$ cat config.mk
export PLATFORM = sky130hd
export DESIGN_NAME = clken_bank
export DESIGN_NICKNAME = d
export VERILOG_FILES = /design/src/rtl/clken_bank.sv
export SDC_FILE = /design/constraint.sdc
export NUM_CORES = 1
export LEC_CHECK = 0
export ABC_CLOCK_PERIOD_IN_PS = 3400
export BUFFER_PORTS_ARGS = -buffer_cell sky130_fd_sc_hd__buf_2
export CORE_MARGIN = 4
export CORE_UTILIZATION = 50
export DETAILED_ROUTE_END_ITERATION = 8
export PLACE_DENSITY = 0.68
export SLEW_MARGIN = 20
export SYNTH_ARGS = -nofsm -noshare
export SYNTH_HDL_FRONTEND = slang
export SYNTH_SLANG_ARGS = --single-unit
$ cat constraint.sdc
create_clock -name clk -period 3.4 [get_ports clk]
set_input_delay 0.34 -clock clk [delete_from_list [all_inputs] [get_ports clk]]
set_output_delay 0.34 -clock clk [all_outputs]
set_load 0.05 [all_outputs]
$ cat src/rtl/clken_bank.sv
`timescale 1ns/1ps
module clken_bank #(
  parameter int W   = 8,
  parameter int NCH = 2,
  parameter int LAT = 3
) (
  input  logic           clk,
  input  logic           rst,
  input  logic           load,
  input  logic           resync_on,
  input  logic [W-1:0]   src_ratio,
  input  logic [W-1:0]   src_phase,
  input  logic [NCH*W-1:0] ch_ratio,
  input  logic [NCH*W-1:0] ch_phase,
  output logic           src_en,
  output logic [NCH-1:0] ch_en
);
  localparam int NOUT = NCH + 1;

  logic [NOUT*W-1:0] ratio_all;
  logic [NOUT*W-1:0] phase_all;
  logic [NOUT-1:0]   outs;
  logic              src_tick;

  assign ratio_all = {ch_ratio, src_ratio};
  assign phase_all = {ch_phase, src_phase};

  for (genvar g = 0; g < NOUT; g++) begin : gen_div
    logic [W-1:0]   cnt, lim;
    logic [W-1:0]   rin, ph, last_in, pre;
    logic           step, tick, pulse;
    logic [LAT-1:0] pipe;

    assign rin     = ratio_all[g*W +: W];
    assign ph      = phase_all[g*W +: W];
    assign last_in = (rin == '0) ? '0 : rin - 1'b1;
    assign pre     = (ph > last_in) ? last_in : ph;

    if (g == 0) begin : gen_src
      assign step     = 1'b1;
      assign src_tick = tick;
    end else begin : gen_child
      assign step = src_tick;
    end

    assign tick = step && (cnt == lim) && !load && !rst;

    always_ff @(posedge clk) begin
      if (rst) begin
        cnt   <= '0;
        lim   <= last_in;
        pulse <= 1'b0;
      end else if (load) begin
        cnt   <= pre;
        lim   <= last_in;
        pulse <= 1'b0;
      end else begin
        pulse <= tick;
        if (tick) begin
          cnt <= '0;
          lim <= last_in;
        end else if (step) begin
          cnt <= cnt + 1'b1;
        end
      end
    end

    always_ff @(posedge clk) begin
      if (rst || load) begin
        pipe <= '0;
      end else begin
        pipe[0] <= pulse;
        for (int k = 1; k < LAT; k++) pipe[k] <= pipe[k-1];
      end
    end

    assign outs[g] = resync_on ? pipe[LAT-1] : pulse;

    assert_cnt_in_range_R3: assert property (@(posedge clk) disable iff (rst)
      cnt <= lim);

    assert_single_cycle_R9: assert property (@(posedge clk) disable iff (rst)
      (outs[g] && !resync_on && lim >= 1) |=> (!outs[g] || resync_on));
  end

  assign src_en = outs[0];
  assign ch_en  = outs[NOUT-1:1];

  assert_reset_quiet_R4: assert property (@(posedge clk)
    rst |=> (!src_en && ch_en == '0));

  assert_load_clears_R5: assert property (@(posedge clk) disable iff (rst)
    load |=> (!src_en && ch_en == '0));

  assert_child_on_source_R8: assert property (@(posedge clk) disable iff (rst)
    (ch_en != '0) |-> src_en);
endmodule

==> results by group <==
Worst setup path
  • Reg2reg start: gen_div[0].lim[1]$_DFFE_PP_
  • CP Capture Type: register
  • R2R Path End: gen_div[0].lim[4]$_DFFE_PP_
  • Worst Setup Start Kind: input port
  • Slowest stage delay, CP: approximately 0.55 ns
  • FF-to-FF path depth: 5
  • Crit path max fanout: 8
  • CP cell instances: buf_2, inv_1, ha_1, or4b_1, nor4_2, nor2_1, inv_1, ha_1, nor2b_1, o211ai_1, a21oi_1, o21ai_2, mux2i_1, o22ai_1
  • Crit Path Class: input port to register
  • Worst EP required: between 3 and 4 ns
  • Worst R2R Setup Slack: ~1.3 ns
  • Worst path arrival time: about 3.2 ns
  • Slowest CP cell: or4b_1

Place
  • I/O Buffers: 54
  • GP Congestion: between 0.8 and 0.9
  • Dpl hpwl: ~6400 µm
  • Dpl cell area: around 0.0043 mm²

Logic synthesis
  • Post-synth EDFFs: 24
  • #FFs+latches synth: 60
  • Synthesized area: 0.00395 mm²
  • Net Count, Synth: approximately 500
  • Seq/Total Area, Yosys: 0.365
  • Warnings from Yosys: 0
  • Cell variety after synth: 48
  • Post-synth ARST share: 0
  • Synthesized netlist cell count: about 420
  • Mapped Avg Cell Area: approximately 9.4 µm²
  • Main flop type after synthesis: dfxtp_1

Drt
  • DRC: 0
  • Via count: around 3200
  • DRT Wirelength: between 8000 and 9000 µm
  • DRT Pass-1 Iters: 4
  • Wire per inst: around 14 µm
  • Antenna-violating nets left: 0
  • Initial DRC count: 93
  • Vias per inst: ~5.5

Clock tree
  • CTS clk-pin slew, worst paths: ~0.070 ns
  • Setup bufs post-CTS: 0
  • Clk Latency, worst-skew pair: approximately 0.34 ns
  • Cts repair resizes: 0
  • CTS root buf: clkbuf_8
  • Total CTS buffers: 9
  • CTS Hold Buffers Added: 0
  • Sink Count: 60
  • CTS tree: yes
  • Htree depth: 3
  • CTS max path bufs: 2

Die
  • Rows: 32
  • Core ar.: 0.00769 mm²
  • Die W: between 90 and 100 µm
  • Io pins: 55
  • Die ar.: approximately 0.0094 mm²
  • Chip Height: about 97 µm
  • Initial core utilization: 0.514

Min path
  • Hold_sp: src_phase[0]
  • Worst hold stages: 3
  • Hold Path Class: input port to register
  • Hold path endpoint: gen_div[0].cnt[0]$_SDFF_PP0_

STA
  • Worst-Margin Slew: just over 0.7 ns
  • Max Fclk: approximately 0.33 GHz
  • Ratio of final minimum period to clock period: 0.891
  • Fin. Hold Viols: 0
  • Worst hold slack: between 0.2 and 0.3 ns
  • RSZ-0062 raised after global routing: no
  • Max-slew violations: 0
  • Fin crit period: just over 3 ns
  • Max-slew headroom: 0.521
  • Final setup TNS: 0 ns
  • Final setup fails: 0
  • Layout Skew: 0.0117 ns

Layout
  • Nets@finish: roughly 560
  • Most common cell after layout, fill and taps aside: buf_2
  • Layout area overhead: 14.2%
  • Most frequent cells in the layout: 54 x buf_2, 36 x inv_1, 36 x dfxtp_1
  • Layout cell share with drive strength beyond 1: 0.180
  • Finished Core Util: 0.587
  • Antenna diodes: 0
  • Fin area: about 0.0045 mm²

Global routing
  • Initial antenna violation count: 0
  • Total grt overflow: 0
  • Met2 Resource Use GR: 0.296
  • Met3 Use GR: 0.0425
  • Pin count of the biggest net entering global routing: 28
  • First-pass GRT wire length: 13700 µm
  • Number of global-route vias before repair: about 3200
  • Total GRT Usage: 0.175
  • GRT busiest layer: met2
  • Grt met1 use: 0.215

Pwr
  • Max VDD drop: ~160 µV
  • Pwr/cell area: ~400 mW/mm²
  • Static Leak: roughly 0.0020 µW

Run status
  • Status: completed

Job
  • Max Cap Viol: 0
[cell families (layout without fill, tap and decap cells)]
family                     count (synthesis)  count (layout)  share of synthesized area
adders and majority gates                 31              31                     0.0982
buffers and inverters                     46             111                     0.0488
xor gates and xnor gates                  36              36                     0.0798
AOI/OAI and AO/OA                         82              82                      0.133
and+or+nand+nor                          132             132                      0.192
muxes                                     32              32                     0.0833
DFF                                       60              60                      0.365
[metal layers]
metal,vias up,wire (µm)
li1,1635,-
met1,1497,3630
met2,70,3880
met3,12,363
met4,0,139
met5,-,0
[sequential cells by signal (all words and copies together), names as in the netlist]
register and cells:
gen_div.cnt 24, gen_div.lim 24, gen_div.pipe 9, gen_div.pulse 3
[report_power, final]
group	internal (µW)	leakage [µW]	switching, µW
Sequential	808	0.000540	43.2
Clock	329	0.0000929	271
Combinational	172	0.00133	186
[final cells by class]
class                   instances  area, µm²
flip-flops and latches         60       1440
fillers                       696       3180
clock buffers                  15        178
repair buffers                 59        308
clock inverters                 1       5.00
inverters                      36        135
well taps                     102        128
multi-input cells             313       2310
[worst max-delay path by stage]
stage	endpoint	slack, ns	cells after the start	startpoint
after floorplan	gen_div[0].cnt[3]$_SDFF_PP0_	0.45	13	src_ratio[0]
final	gen_div[0].cnt[5]$_SDFF_PP0_	0.37	14	src_ratio[0]
after detailed placement	gen_div[0].cnt[7]$_SDFF_PP0_	0.009	14	src_ratio[0]
after CTS	gen_div[0].cnt[5]$_SDFF_PP0_	0.35	14	src_ratio[0]
after global placement	gen_div[0].cnt[3]$_SDFF_PP0_	0.1	14	src_ratio[0]
after global routing	gen_div[0].cnt[7]$_SDFF_PP0_	0.11	14	src_ratio[1]
[per-stage QoR]
| step | instances | total power [µW] | worst slack (ns) |
|---|---|---|---|
| floorplan | 419 | 1110 | 0.453 |
| global placement | 570 | 1210 | 0.0998 |
| detailed placement | 570 | 1230 | 0.00897 |
| CTS | 586 | 1820 | 0.346 |
| global route | 586 | 1900 | 0.112 |
| finish | 586 | 1810 | 0.371 |
[synthesized netlist by cell type (2+ instances only)]
library cell,count,share of area
nor2_1,24,0.023
nor2b_1,16,0.025
nand3_1,4,0.0051
mux2i_1,25,0.063
o21ai_0,18,0.023
dfxtp_1,36,0.18
or2_2,3,0.0048
a21oi_1,15,0.019
nor4bb_1,3,0.0076
clkbuf_1,5,0.0048
a22oi_1,4,0.0076
o211ai_1,5,0.0095
and3_1,12,0.019
nand2b_1,6,0.0095
edfxtp_1,24,0.18
nand4_1,11,0.017
a221oi_1,5,0.011
o22ai_1,16,0.025
a31oi_1,3,0.0048
a211oi_1,6,0.011
and2_1,12,0.019
a21o_1,3,0.0057
nor3_1,11,0.014
o21ai_1,4,0.0051
nand2_1,16,0.015
xor2_1,4,0.0089
and2b_1,2,0.0038
or4_1,3,0.0057
buf_6,2,0.0057
ha_1,31,0.098
inv_1,36,0.034
xnor2_1,32,0.071
mux2_2,7,0.020
[worst max-delay path, delay by kind of cell]
kind | cells | cell delay (ns)
adders and majority gates | 2 | 0.42
muxes | 1 | 0.26
buffers and inverters | 3 | 0.25
AOI/OAI and AO/OA | 4 | 0.80
and+or+nand+nor | 4 | 1.13
Note: power is estimated with default switching activity, not from simulation.
